==> src/rtl/rx_irq_pkg.sv <==
package rx_irq_pkg;

  typedef enum logic [3:0] {
    IID_NONE = 4'h1,
    IID_LINE = 4'h6,
    IID_DATA = 4'h4,
    IID_CTO  = 4'hC
  } iid_e;

  // occupancy level selected by the 2-bit trigger field
  function automatic int unsigned trig_level(input logic [1:0] sel, input int unsigned depth);
    case (sel)
      2'd0:    return 1;
      2'd1:    return depth / 4;
      2'd2:    return depth / 2;
      default: return depth - 2;
    endcase
  endfunction

endpackage

==> src/rtl/rx_err_track.sv <==
module rx_err_track #(
  parameter int unsigned DEPTH = 16,
  parameter int unsigned CNT_W = $clog2(DEPTH + 1)
) (
  input  logic clk_i,
  input  logic rst_ni,
  input  logic push_i,
  input  logic push_err_i,
  input  logic pop_i,
  output logic head_err_o,
  output logic err_any_o
);
  localparam int unsigned PTR_W = (DEPTH > 1) ? $clog2(DEPTH) : 1;
  localparam logic [PTR_W-1:0] LAST = PTR_W'(DEPTH - 1);

  logic [DEPTH-1:0] flag_q;
  logic [PTR_W-1:0] wr_q, rd_q;
  logic [CNT_W-1:0] ecnt_q;
  logic             inc, dec;

  function automatic logic [PTR_W-1:0] nxt(input logic [PTR_W-1:0] p);
    return (p == LAST) ? '0 : p + 1'b1;
  endfunction

  assign inc = push_i && push_err_i;
  assign dec = pop_i && flag_q[rd_q];

  always_ff @(posedge clk_i or negedge rst_ni) begin
    if (!rst_ni) begin
      flag_q <= '0;
      wr_q   <= '0;
      rd_q   <= '0;
      ecnt_q <= '0;
    end else begin
      if (push_i) begin
        flag_q[wr_q] <= push_err_i;
        wr_q         <= nxt(wr_q);
      end
      if (pop_i) rd_q <= nxt(rd_q);
      case ({inc, dec})
        2'b10:   ecnt_q <= ecnt_q + 1'b1;
        2'b01:   ecnt_q <= ecnt_q - 1'b1;
        default: ecnt_q <= ecnt_q;
      endcase
    end
  end

  assign head_err_o = flag_q[rd_q];
  assign err_any_o  = (ecnt_q != '0);

endmodule

==> src/rtl/rx_char_timer.sv <==
module rx_char_timer #(
  parameter int unsigned FRAME_W       = 4,
  parameter int unsigned TICKS_PER_BIT = 16,
  parameter int unsigned TO_CHARS      = 4,
  parameter int unsigned TMR_W         = 10
) (
  input  logic               clk_i,
  input  logic               rst_ni,
  input  logic               tick_i,
  input  logic               restart_i,
  input  logic [FRAME_W-1:0] frame_bits_i,
  output logic               expired_o
);
  localparam int unsigned SCALE = TICKS_PER_BIT * TO_CHARS;

  logic [TMR_W-1:0] thr, tmr_q;

  assign thr = TMR_W'(frame_bits_i) * TMR_W'(SCALE);

  // saturates at the threshold so the condition holds until a restart
  always_ff @(posedge clk_i or negedge rst_ni) begin
    if (!rst_ni)                  tmr_q <= '0;
    else if (restart_i)           tmr_q <= '0;
    else if (tick_i && tmr_q < thr) tmr_q <= tmr_q + 1'b1;
  end

  assign expired_o = (tmr_q >= thr);

endmodule

==> src/rtl/rx_irq_prio.sv <==
module rx_irq_prio
  import rx_irq_pkg::*;
(
  input  logic line_req_i,
  input  logic data_req_i,
  input  logic cto_req_i,
  output iid_e iid_o,
  output logic irq_o
);
  always_comb begin
    if (line_req_i)      iid_o = IID_LINE;
    else if (data_req_i) iid_o = IID_DATA;
    else if (cto_req_i)  iid_o = IID_CTO;
    else                 iid_o = IID_NONE;
  end

  assign irq_o = line_req_i || data_req_i || cto_req_i;

endmodule

==> src/rtl/rx_fifo_irq_ctrl.sv <==
module rx_fifo_irq_ctrl
  import rx_irq_pkg::*;
#(
  parameter int unsigned DEPTH         = 16,
  parameter int unsigned FRAME_W       = 4,
  parameter int unsigned TICKS_PER_BIT = 16,
  parameter int unsigned TO_CHARS      = 4,
  localparam int unsigned CNT_W        = $clog2(DEPTH + 1),
  localparam int unsigned TMR_W        = $clog2(TICKS_PER_BIT * TO_CHARS * ((1 << FRAME_W) - 1) + 1)
) (
  input  logic               clk_i,
  input  logic               rst_ni,
  input  logic               baud_tick_i,
  input  logic [CNT_W-1:0]   fifo_count_i,
  input  logic               rx_push_i,
  input  logic               rx_push_err_i,
  input  logic               rx_read_i,
  input  logic [1:0]         trig_sel_i,
  input  logic [FRAME_W-1:0] frame_bits_i,
  input  logic               ien_data_i,
  input  logic               ien_line_i,
  output logic               data_ready_o,
  output logic               err_any_o,
  output logic               trig_o,
  output logic               timeout_o,
  output logic               irq_o,
  output logic [3:0]         iid_o
);
  logic             nonempty, head_err, tmr_expired, line_req;
  logic [CNT_W-1:0] trig_lvl;
  iid_e             iid;

  assign nonempty = (fifo_count_i != '0);
  assign trig_lvl = CNT_W'(trig_level(trig_sel_i, DEPTH));

  rx_err_track #(.DEPTH(DEPTH), .CNT_W(CNT_W)) u_err (
    .clk_i      (clk_i),
    .rst_ni     (rst_ni),
    .push_i     (rx_push_i),
    .push_err_i (rx_push_err_i),
    .pop_i      (rx_read_i),
    .head_err_o (head_err),
    .err_any_o  (err_any_o)
  );

  rx_char_timer #(
    .FRAME_W(FRAME_W), .TICKS_PER_BIT(TICKS_PER_BIT),
    .TO_CHARS(TO_CHARS), .TMR_W(TMR_W)
  ) u_tmr (
    .clk_i        (clk_i),
    .rst_ni       (rst_ni),
    .tick_i       (baud_tick_i),
    .restart_i    (rx_push_i || rx_read_i),
    .frame_bits_i (frame_bits_i),
    .expired_o    (tmr_expired)
  );

  assign data_ready_o = nonempty;
  assign trig_o       = ien_data_i && (fifo_count_i >= trig_lvl);
  assign timeout_o    = ien_data_i && nonempty && tmr_expired;
  assign line_req     = ien_line_i && nonempty && head_err;

  rx_irq_prio u_prio (
    .line_req_i (line_req),
    .data_req_i (trig_o),
    .cto_req_i  (timeout_o),
    .iid_o      (iid),
    .irq_o      (irq_o)
  );

  assign iid_o = iid;

endmodule

==> config.mk <==
export PLATFORM = sky130hd
export DESIGN_NAME = rx_fifo_irq_ctrl
export DESIGN_NICKNAME = d
export VERILOG_FILES = /design/src/rtl/rx_irq_pkg.sv /design/src/rtl/rx_err_track.sv /design/src/rtl/rx_char_timer.sv /design/src/rtl/rx_irq_prio.sv /design/src/rtl/rx_fifo_irq_ctrl.sv
export SDC_FILE = /design/constraint.sdc
export NUM_CORES = 1
export LEC_CHECK = 0
export ABC_AREA = 1
export BUFFER_PORTS_ARGS = -buffer_cell sky130_fd_sc_hd__buf_4
export CORE_AREA = 2 2 114 61
export CTS_CLUSTER_DIAMETER = 50
export DETAILED_ROUTE_END_ITERATION = 8
export DIE_AREA = 0 0 116 63
export PLACE_DENSITY_LB_ADDON = 0.3
export SLEW_MARGIN = 25
export SYNTH_ARGS = -nofsm -noshare
export SYNTH_HDL_FRONTEND = slang
export SYNTH_SLANG_ARGS = --single-unit
==> constraint.sdc <==
create_clock -name clk_i -period 6.35 [get_ports clk_i]
set_clock_uncertainty 0.05 [all_clocks]
set_input_delay 0.635 -clock clk_i [delete_from_list [all_inputs] [get_ports clk_i]]
set_output_delay 0.635 -clock clk_i [all_outputs]
set_load 0.02 [all_outputs]
# Word-level counts from Yosys, hierarchy flattened
# Index checks and enable logic that the tools add are counted.
word_totals:
  regBits: 39
  input_bits: 19
  output_inout_bits: 9
  word_cells: 53
classes:
  addsub: 5
  order_cmp: 6
  n_eq_ne: 6
  n_mux: 14
  n_reduce_logical: 17
op_table:
  columns: ["operator", "count"]
  rows:
  - ["10-bit 2-to-1 mux", 2]
  - ["4-bit 2-to-1 mux", 5]
  - ["16-bit bitwise mux", 1]
  - ["4-bit one-hot mux with 3 select lines", 1]
  - ["10-bit by 1-bit adder with 10-bit output, second input constant", 1]
  - ["10-bit greater-or-equal comparator", 1]
  - ["10-bit less-than comparator", 1]
  - ["4-bit by 5-bit less-than comparator with 1-bit output, second input constant", 2]
  - ["5-bit one-hot mux with 2 select lines", 1]
  - ["5-bit nonzero test", 2]
  - ["1-bit logical AND", 9]
  - ["4-bit by 1-bit adder with 4-bit output, second input constant", 2]
  - ["4-bit equality test, second input constant", 2]
  - ["5-bit by 1-bit adder with 5-bit output, second input constant", 1]
  - ["5-bit greater-or-equal comparator", 1]
  - ["5-bit by 1-bit subtractor with 5-bit output, second input constant", 1]
  - ["1-bit binary-select mux with 4-bit select", 1]
  - ["1-bit demux with 4-bit select", 1]
  - ["2-bit by 1-bit equality test with 1-bit output, second input constant", 2]
  - ["2-bit equality test, second input constant", 2]
  - ["4-bit by 1-bit greater-or-equal comparator with 1-bit output, second input constant", 1]
  - ["2-bit nonzero test", 2]
  - ["1-bit logical OR", 3]
  - ["2-bit logical NOT", 1]
  - ["1-bit 2-to-1 mux", 2]

# Longest topological paths before layout
# Gate-level depths: netlist of run 1.
logic_depth:
  word_depth: 6
  mapped_depth: 18
  depth_no_buf: 17

# Hierarchy
# From an unflattened synthesis of run 1, not the netlist that was laid out.
unflattened:
  hier_cells: 370
  hier_area_um2: 2686.3
modules_own_cells:
  columns: ["module", "n_inst", "cells_each", "area_per_inst_um2", "seq_area_each_um2"]
  rows:
  - ["rx_err_track", 1, 215, 1661.6, 725.7]
  - ["rx_char_timer", 1, 114, 809.5, 250.2]
  - ["rx_fifo_irq_ctrl", 1, 32, 172.7, 0.0]
  - ["rx_irq_prio", 1, 9, 42.5, 0.0]

# Worst setup path before layout of run 1
# No wires, ideal clock.
synth_timing:
  path_type: "in2out"
  start: "input frame_bits_i[3]"
  end: "output iid_o[3]"
  arrival_time_ns: 1.827
  t_required_ns: 5.665
  slack_ns: 3.838
  stages: 10
  path_buffers: 0
  path_cell_list: "inv_1 > ha_1 > nand2_1 > inv_1 > nand4_1 > nand2_1 > nand2_1 > inv_1 > nand2_1 > a21oi_1"
synth_via:
  elab_chain_len: 5
synth_rtl:
  columns: ["item", "line", "source"]
  rows:
  - ["from (decl)", "rx_fifo_irq_ctrl.sv:19", "input logic [FRAME_W-1:0] frame_bits_i,"]
  - ["10-bit greater-or-equal comparator", "rx_char_timer.sv:27", "assign expired_o = (tmr_q >= thr);"]
  - ["1-bit logical AND", "rx_fifo_irq_ctrl.sv:60", "assign timeout_o = ien_data_i && nonempty && tmr_expired;"]
  - ["named net timeout_o", "rx_fifo_irq_ctrl.sv:25", "output logic timeout_o,"]
  - ["4-bit 2-to-1 mux", "rx_irq_prio.sv:13", "else if (cto_req_i) iid_o = IID_CTO;"]
  - ["4-bit 2-to-1 mux", "rx_irq_prio.sv:12", "else if (data_req_i) iid_o = IID_DATA;"]
  - ["4-bit 2-to-1 mux", "rx_irq_prio.sv:11", "if (line_req_i) iid_o = IID_LINE;"]
  - ["to (decl)", "rx_fifo_irq_ctrl.sv:27", "output logic [3:0] iid_o"]
# The timed path passes the listed nets, and every way through them passes these cells.

# Final worst setup path of run 1
layout_timing:
  start: "register u_err.rd_q[0]"
  end: "register u_err.ecnt_q[4]"
layout_via:
  elab_chain_len: 5
  elab_cells_between_ends: 7
  classes_between: "eq/ne (2); mux (3); reduce/logical (2)"
layout_rtl:
  columns: ["item", "line", "source"]
  rows:
  - ["from (decl)", "rx_err_track.sv:17", "logic [PTR_W-1:0] wr_q, rd_q;"]
  - ["from (signal assigned)", "rx_err_track.sv:39", "if (pop_i) rd_q <= nxt(rd_q);"]
  - ["1-bit binary-select mux with 4-bit select (*)", "rx_err_track.sv:26", "assign dec = pop_i && flag_q[rd_q];"]
  - ["1-bit 2-to-1 mux (implied by the code) (*)", "rx_err_track.sv:26", null]
  - ["1-bit logical AND (*)", "rx_err_track.sv:26", null]
  - ["2-bit by 1-bit equality test with 1-bit output / 2-bit equality test (equally long branches)", "rx_err_track.sv:40", "case ({inc, dec})"]
  - ["5-bit one-hot mux with 2 select lines / 2-bit nonzero test (equally long branches)", null, null]
  - ["to (signal assigned)", "rx_err_track.sv:41", "2'b10: ecnt_q <= ecnt_q + 1'b1;"]
  - ["to (signal assigned)", "rx_err_track.sv:42", "2'b01: ecnt_q <= ecnt_q - 1'b1;"]
  - ["to (signal assigned)", "rx_err_track.sv:43", "default: ecnt_q <= ecnt_q;"]
  - ["to (decl)", "rx_err_track.sv:18", "logic [CNT_W-1:0] ecnt_q;"]
# Mark *: on every way between the ends. The rest lies on a longest branch, timed or not. The select of a mux whose other input is x is not followed.
# A chain may end at the register's enable or synchronous reset.

==> results of run 1 <==
## routing by layer
metal | part of all wire | up-vias | global-route usage
met5 | 0 | - | 0
met4 | 0.017 | 0 | 0.0699
met3 | 0.080 | 8 | 0.0485
met2 | 0.36 | 54 | 0.220
met1 | 0.55 | 1008 | 0.260
li1 | - | 1166 | -
## registers in the layout, indices dropped and copies added (netlist names)
| signal | flops |
|---|---|
| u_err.wr_q | 4 |
| u_tmr.tmr_q | 10 |
| u_err.rd_q | 4 |
| u_err.ecnt_q | 5 |
| u_err.flag_q | 16 |
## cell families after synthesis
kind of cell    count (synthesis)  synth area share
buf+inv                        71             0.112
flops                          39             0.381
xor+xnor                        4            0.0137
compound gates                 55             0.117
simple gates                  158             0.276
fa+ha+maj                      20             0.101
## path summary, 6_finish.rpt
path / from / to
setup / recovery: u_err.rd_q[0] / u_err.ecnt_q[4]
setup reg to reg: u_err.rd_q[0] / u_err.ecnt_q[4]
max in group asynchronous: rst_ni / u_err.ecnt_q[2]
min in group clk_i: u_err.ecnt_q[0] / u_err.ecnt_q[0]
hold reg to reg: u_err.ecnt_q[0] / u_err.ecnt_q[0]
hold / removal: rst_ni / u_err.flag_q[0]
## cells in the mapped netlist (2+ instances only)
library cell | count | share of area
sky130_fd_sc_hd__nand2_1 | 82 | 0.12
sky130_fd_sc_hd__inv_1 | 61 | 0.089
sky130_fd_sc_hd__dfrtp_1 | 39 | 0.38
sky130_fd_sc_hd__nand3_1 | 28 | 0.055
sky130_fd_sc_hd__nor2_1 | 25 | 0.037
sky130_fd_sc_hd__ha_1 | 19 | 0.093
sky130_fd_sc_hd__o21ai_0 | 19 | 0.037
sky130_fd_sc_hd__a21oi_1 | 18 | 0.035
sky130_fd_sc_hd__a31oi_1 | 12 | 0.029
sky130_fd_sc_hd__nand4_1 | 7 | 0.017
sky130_fd_sc_hd__nor2_2 | 5 | 0.012
sky130_fd_sc_hd__buf_2 | 3 | 0.0059
sky130_fd_sc_hd__inv_2 | 3 | 0.0044
sky130_fd_sc_hd__nor3_1 | 3 | 0.0059
sky130_fd_sc_hd__o21ai_1 | 3 | 0.0059
sky130_fd_sc_hd__nand3_2 | 2 | 0.0078
sky130_fd_sc_hd__nor2_4 | 2 | 0.0088
sky130_fd_sc_hd__xnor2_1 | 2 | 0.0068
sky130_fd_sc_hd__xor2_1 | 2 | 0.0068
## report_power, final
part           internal [mW]  leakage, nW  total (mW)  switching [mW]
registers              0.339        0.482       0.420          0.0811
logic                  0.183        0.993       0.465           0.281
clock network          0.225       0.0900       0.326           0.101
total                  0.747         1.56        1.21           0.464
## area by class of cell
class / instances / area share
Clock buffer: 5 / 0.0412
Timing Repair Buffer: 27 / 0.0668
Tap cell: 92 / 0.0379
Clock inverter: 3 / 0.0223
Multi-Input combinational cell: 237 / 0.428
Inverter: 65 / 0.0821
Sequential cell: 39 / 0.322
## per-stage QoR
step | area, sq um | setup slack (ns) | util
floorplan | 2560 | 3.84 | -
global placement | 2840 | 3.70 | 0.447
detailed placement | 2840 | 3.58 | 0.447
CTS | 3030 | 3.57 | 0.477
global route | 3030 | 3.24 | 0.477
finish | 3030 | 3.57 | 0.477
## critical path, stage by stage (launching register included)
cell and delay, ns:
sky130_fd_sc_hd__dfrtp_1 0.58, sky130_fd_sc_hd__nand2_1 0.14, sky130_fd_sc_hd__nand2_1 0.09, sky130_fd_sc_hd__nand2_1 0.05
sky130_fd_sc_hd__nand3_1 0.08, sky130_fd_sc_hd__nand3_1 0.07, sky130_fd_sc_hd__nand2_1 0.16, sky130_fd_sc_hd__inv_1 0.07
sky130_fd_sc_hd__nor2_1 0.10, sky130_fd_sc_hd__ha_1 0.28, sky130_fd_sc_hd__inv_1 0.08, sky130_fd_sc_hd__fa_1 0.40
sky130_fd_sc_hd__o21ai_0 0.18, sky130_fd_sc_hd__a21oi_1 0.09, sky130_fd_sc_hd__xor2_1 0.14, sky130_fd_sc_hd__nand2_1 0.06
sky130_fd_sc_hd__nand2_1 0.04
==> flow_summary.toml, run 1 <==
[status]
run_status = "finished clean"

[setup_path]
worst-setup-path-type = "reg2reg"
endpoint_kind = "register"
critical_path_peak_fanout = 11
cp_data_required_time_ns = 6.48
timing.critical_path.from_type = "register"
worst_ep_arrival_time_ns = 2.91
reg2reg_setup_slack_ns = 3.57
worst_r2r_path_depth = 16

[clock_tree]
cts_sinks = 39
numCtsBuffers = 5
cts.repair.resized = 0
clk_latency_ns = 0.29
htree_levels = 2
post-cts-setup-buffer-count = 0
clkSlewWorstSetupHoldPaths_ns = 0.06
clockBufferDepth = 2
ctsRootBufferMaster = "sky130_fd_sc_hd__clkbuf_16"
holdBufCountCts = 0
clock_tree_from_tritoncts = "yes"

[timing]
fin_worst_hold_slack_ns = 0.267
timing_max_transition_violations_final = 0
final-setup-viol-count = 0
timing.setup.tns_ns = 0
worst_slew_pin_slew_ns = 0.498
fin_crit_sh = 0.438
finalHoldViolCount = 0
max_clock_freq_mhz = 360
post_route_minimum_period_ns = 2.78
max_slew_margin = 0.668
unrepaired_setup_endpoints_after_global_routing = "false"

[finish]
final.fill_count = 648
nets = 414
layout_common_cells = "82 x sky130_fd_sc_hd__nand2_1, 61 x sky130_fd_sc_hd__inv_1, 39 x sky130_fd_sc_hd__dfrtp_1"
register_area_sq_um = 976
antenna_cells_inserted = 0
multi_input_area_sq_mm = 0.00130
syn2layout_area_growth_pct = 18.5
mostFrequentLayoutCell = "sky130_fd_sc_hd__nand2_1"
drive_above_1_share = 0.136
instances_no_fill = 468

[yosys]
synth_sequential_area_ratio = 0.381
postSynthNetCount = 386
synthCells = 347
mappedNetlistArea_sq_mm = 0.00256
synth.ff_latch_count = 39
postSynth.topFlopCell = "sky130_fd_sc_hd__dfrtp_1"
async_reset_ff_frac = 1.00
avgSynthCellArea_sq_um = 7.38
netlist-cell-type-count = 31
ys_warn_count = 0
synth-edff-count = 0

[floorplan]
floorplan.die.height_microns = 63
start_util = 0.403
die_width_microns = 116
dieArea_sq_mm = 0.00731
fp-row-count = 21
fp.coreArea_sq_mm = 0.00636
io_pins = 28

[power]
peak_vdd_ir_uv = 167
power-per-cell-area_mw_per_mm2 = 399
total_leakage_power_nw = 1.56
power.total_mw = 1.21

[global_route]
overflow = 0
grt_antenna_before_repair = 0
grt_pass1_wl_microns = 9600
grt_start_max_net_pins = 40
grt_usage = 0.170
first_global_vias = 2052

[drt]
detail_route.wl_per_cell_microns = 11.8
dr_iter_0_viols = 152
vias = 2236
route.detailed.vias_per_inst = 4.78
antenna_nets_post_route = 0
routed_wl_microns = 5540
drt_first_pass_iters = 5
detail_route.drc_violations = 0

[flow_run]
cap_violations = 0

[worst_hold_path]
hold_path.class = "in2async"

[placed_design]
routabilityCongestion = 0.855
placed_cells_incl_taps = 460
post_dp_hpwl_microns = 4280
port_buffers = 27
Power figures use the tool's default switching activity.
==> run 2: changes to the inputs <==
==> constraint.sdc (replaced) <==
create_clock -name clk_i -period 2.3 [get_ports clk_i]
set_clock_uncertainty 0.05 [all_clocks]
set_input_delay 0.23 -clock clk_i [delete_from_list [all_inputs] [get_ports clk_i]]
set_output_delay 0.23 -clock clk_i [all_outputs]
set_load 0.02 [all_outputs]
==> flow_summary.toml, run 2 (synthesis gave the netlist of run 1 again) <==
[timing]
unrepaired_setup_endpoints_after_global_routing = "true"
max_clock_freq_mhz = 427
max_slew_margin = 0.652
fin_crit_sh = 1.02
final_critical_path_setup_slack_ns = -0.0423
worst_slew_pin_slew_ns = 0.521
timing.setup.tns_ns = -0.0503
timing_max_transition_violations_final = 0
final-setup-viol-count = 2
fin_worst_hold_slack_ns = 0.146
finalHoldViolCount = 0
post_route_minimum_period_ns = 2.34

[clock_tree]
ctsRootBufferMaster = "sky130_fd_sc_hd__clkbuf_16"
clkSlewWorstSetupHoldPaths_ns = 0.06
cts_sinks = 39
clockBufferDepth = 2
numCtsBuffers = 5
clock_tree_from_tritoncts = "yes"
htree_levels = 2
clk_latency_ns = 0.29

[setup_path]
reg2reg_from = "u_err.rd_q[0]"
worst-setup-path-type = "reg2reg"
cell_by_cell_listing_of_the_critical_path = "buf_6 -> nand2_2 -> nand2_1 -> nand2_1 -> nand3_1 -> nand3_1 -> nand2_2 -> inv_2 -> nor2_4 -> ha_4 -> inv_2 -> fa_2 -> o21ai_1 -> a21oi_1 -> xor2_1 -> nand2_1 -> nand2_1"
reg2reg_setup_slack_ns = -0.04
timing.critical_path.buf_inv = 3
critical_path_peak_fanout = 6
endpoint_kind = "register"
crit_family = "simple AND/OR/NAND/NOR gates"
crit_path_frequent_cell = "sky130_fd_sc_hd__nand2_1"
r2r_end = "u_err.ecnt_q[4]"
cp_data_required_time_ns = 2.43
max_stage_delay_cell_worst_path = "sky130_fd_sc_hd__dfrtp_2"
worst_r2r_path_depth = 17
worst_ep_arrival_time_ns = 2.47
longest_individual_stage_delay_on_the_worst_path_ns = 0.45
timing.critical_path.from_type = "register"

[status]
run_status = "complete, but fails checks"
failed_checks = "negative setup slack"

[drt]
detail_route.wl_per_cell_microns = 12.4
drt_first_pass_iters = 4
detail_route.drc_violations = 0
route.detailed.vias_per_inst = 4.86
routed_wl_microns = 5970
vias = 2333
dr_iter_0_viols = 175
antenna_nets_post_route = 0

[finish]
layout_common_cells = "77 x sky130_fd_sc_hd__nand2_1, 59 x sky130_fd_sc_hd__inv_1, 36 x sky130_fd_sc_hd__buf_4"
largest_registers = "u_err.flag_q x16, u_tmr.tmr_q x10, u_err.ecnt_q x5"
drive_above_1_share = 0.204
regMostFlops = "u_err.flag_q"
number_of_flip_flops_in_the_largest_register = 16
mostFrequentLayoutCell = "sky130_fd_sc_hd__nand2_1"
final.fill_count = 605
antenna_cells_inserted = 0
syn2layout_area_growth_pct = 24.1
nets = 426

[global_route]
overflow = 0
grt_usage = 0.169
grt_start_max_net_pins = 40
grt_antenna_before_repair = 0
first_global_vias = 1971
grt_pass1_wl_microns = 9600

[worst_hold_path]
holdPathStages = 3
min_to = "u_err.flag_q[14]"
worstHoldStart = "rx_push_err_i"
hold_path.class = "in2reg"

[power]
total_leakage_power_nw = 1.61
power-per-cell-area_mw_per_mm2 = 1110
peak_vdd_ir_uv = 415

[floorplan]
dieArea_sq_mm = 0.00731
io_pins = 28
fp.coreArea_sq_mm = 0.00636
floorplan.die.height_microns = 63
die_width_microns = 116
fp-row-count = 21
start_util = 0.403

[placed_design]
post_dp_hpwl_microns = 4420
port_buffers = 27
routabilityCongestion = 0.816

[flow_run]
cap_violations = 0
-- run 2: cell types whose count changed in the layout (fill, tap and decap cells not counted), moves of 3 or more --
| cell | previous run | this run |
|---|---|---|
| sky130_fd_sc_hd__nand2_2 | 1 | 6 |
| sky130_fd_sc_hd__dfrtp_2 | 0 | 4 |
| sky130_fd_sc_hd__buf_4 | 27 | 36 |
| sky130_fd_sc_hd__ha_4 | 0 | 3 |
| sky130_fd_sc_hd__dfrtp_1 | 39 | 35 |
| sky130_fd_sc_hd__nand2_1 | 82 | 77 |
| sky130_fd_sc_hd__ha_1 | 19 | 16 |
-- run 2: power breakdown --
part | switching, mW | total [mW] | internal, mW | leakage (nW)
Sequential | 0.232 | 1.17 | 0.936 | 0.476
Clock | 0.278 | 0.790 | 0.511 | 0.0838
Combinational | 0.880 | 1.56 | 0.682 | 1.05
Total | 1.39 | 3.52 | 2.13 | 1.61
-- run 2: how the worst max path moves through the flow --
stage	start	end	slack, ns	cells past startpoint
floorplan	u_err.rd_q[0]	u_err.ecnt_q[4]	0.04	18
global placement	u_err.rd_q[0]	u_err.ecnt_q[4]	0.0008	17
detailed placement	u_err.rd_q[0]	u_err.ecnt_q[4]	-0.05	16
CTS	u_err.rd_q[0]	u_err.ecnt_q[4]	0.002	17
global route	u_err.rd_q[0]	u_err.ecnt_q[4]	-0.14	16
finish	u_err.rd_q[0]	u_err.ecnt_q[4]	-0.04	17
-- run 2: worst register-to-register path: stages, from the launching register on --
cell and delay, ns:
sky130_fd_sc_hd__dfrtp_2 0.45, sky130_fd_sc_hd__buf_6 0.15, sky130_fd_sc_hd__nand2_2 0.04, sky130_fd_sc_hd__nand2_1 0.05, sky130_fd_sc_hd__nand2_1 0.05, sky130_fd_sc_hd__nand3_1 0.07, sky130_fd_sc_hd__nand3_1 0.09, sky130_fd_sc_hd__nand2_2 0.09
sky130_fd_sc_hd__inv_2 0.04, sky130_fd_sc_hd__nor2_4 0.11, sky130_fd_sc_hd__ha_4 0.16, sky130_fd_sc_hd__inv_2 0.05, sky130_fd_sc_hd__fa_2 0.35, sky130_fd_sc_hd__o21ai_1 0.14, sky130_fd_sc_hd__a21oi_1 0.10, sky130_fd_sc_hd__xor2_1 0.14
sky130_fd_sc_hd__nand2_1 0.07, sky130_fd_sc_hd__nand2_1 0.04
-- run 2: final cells by class --
class | count | area (sq um) | share of cell area
Clock buffer | 5 | 125 | 0.0394
Tap cell | 92 | 115 | 0.0362
Clock inverter | 3 | 43.8 | 0.0138
Multi-Input combinational cell | 237 | 1360 | 0.429
Inverter | 65 | 249 | 0.0783
Sequential cell | 39 | 981 | 0.309
Timing Repair Buffer | 39 | 303 | 0.0952
-- run 2: metal layers --
metal	part of all wire	up-vias	GRT usage	routed length, microns
li1	-	1200	-	-
met1	0.56	1074	0.284	3350
met2	0.37	51	0.211	2230
met3	0.053	8	0.0388	318
met4	0.012	0	0.0357	70
met5	0	-	0	0
-- run 2: through the flow --
step	cell area [sq um]	cells	util	setup slack, ns	power [mW]
floorplan	2570	347	-	0.0442	2.12
global placement	2890	466	0.455	0.000753	2.53
detailed placement	2890	466	0.455	-0.0520	2.55
CTS	3070	475	0.483	0.00154	3.36
global route	3180	480	0.500	-0.143	3.80
finish	3180	480	0.500	-0.0423	3.52
-- run 2: timing repair --
action,CTS,global route
hold buffers,1,0
resized for setup,1,19
pin swaps,0,20
hold endpoints to repair,39,0
setup buffers,0,5
endpoints found under the setup margin,2,7
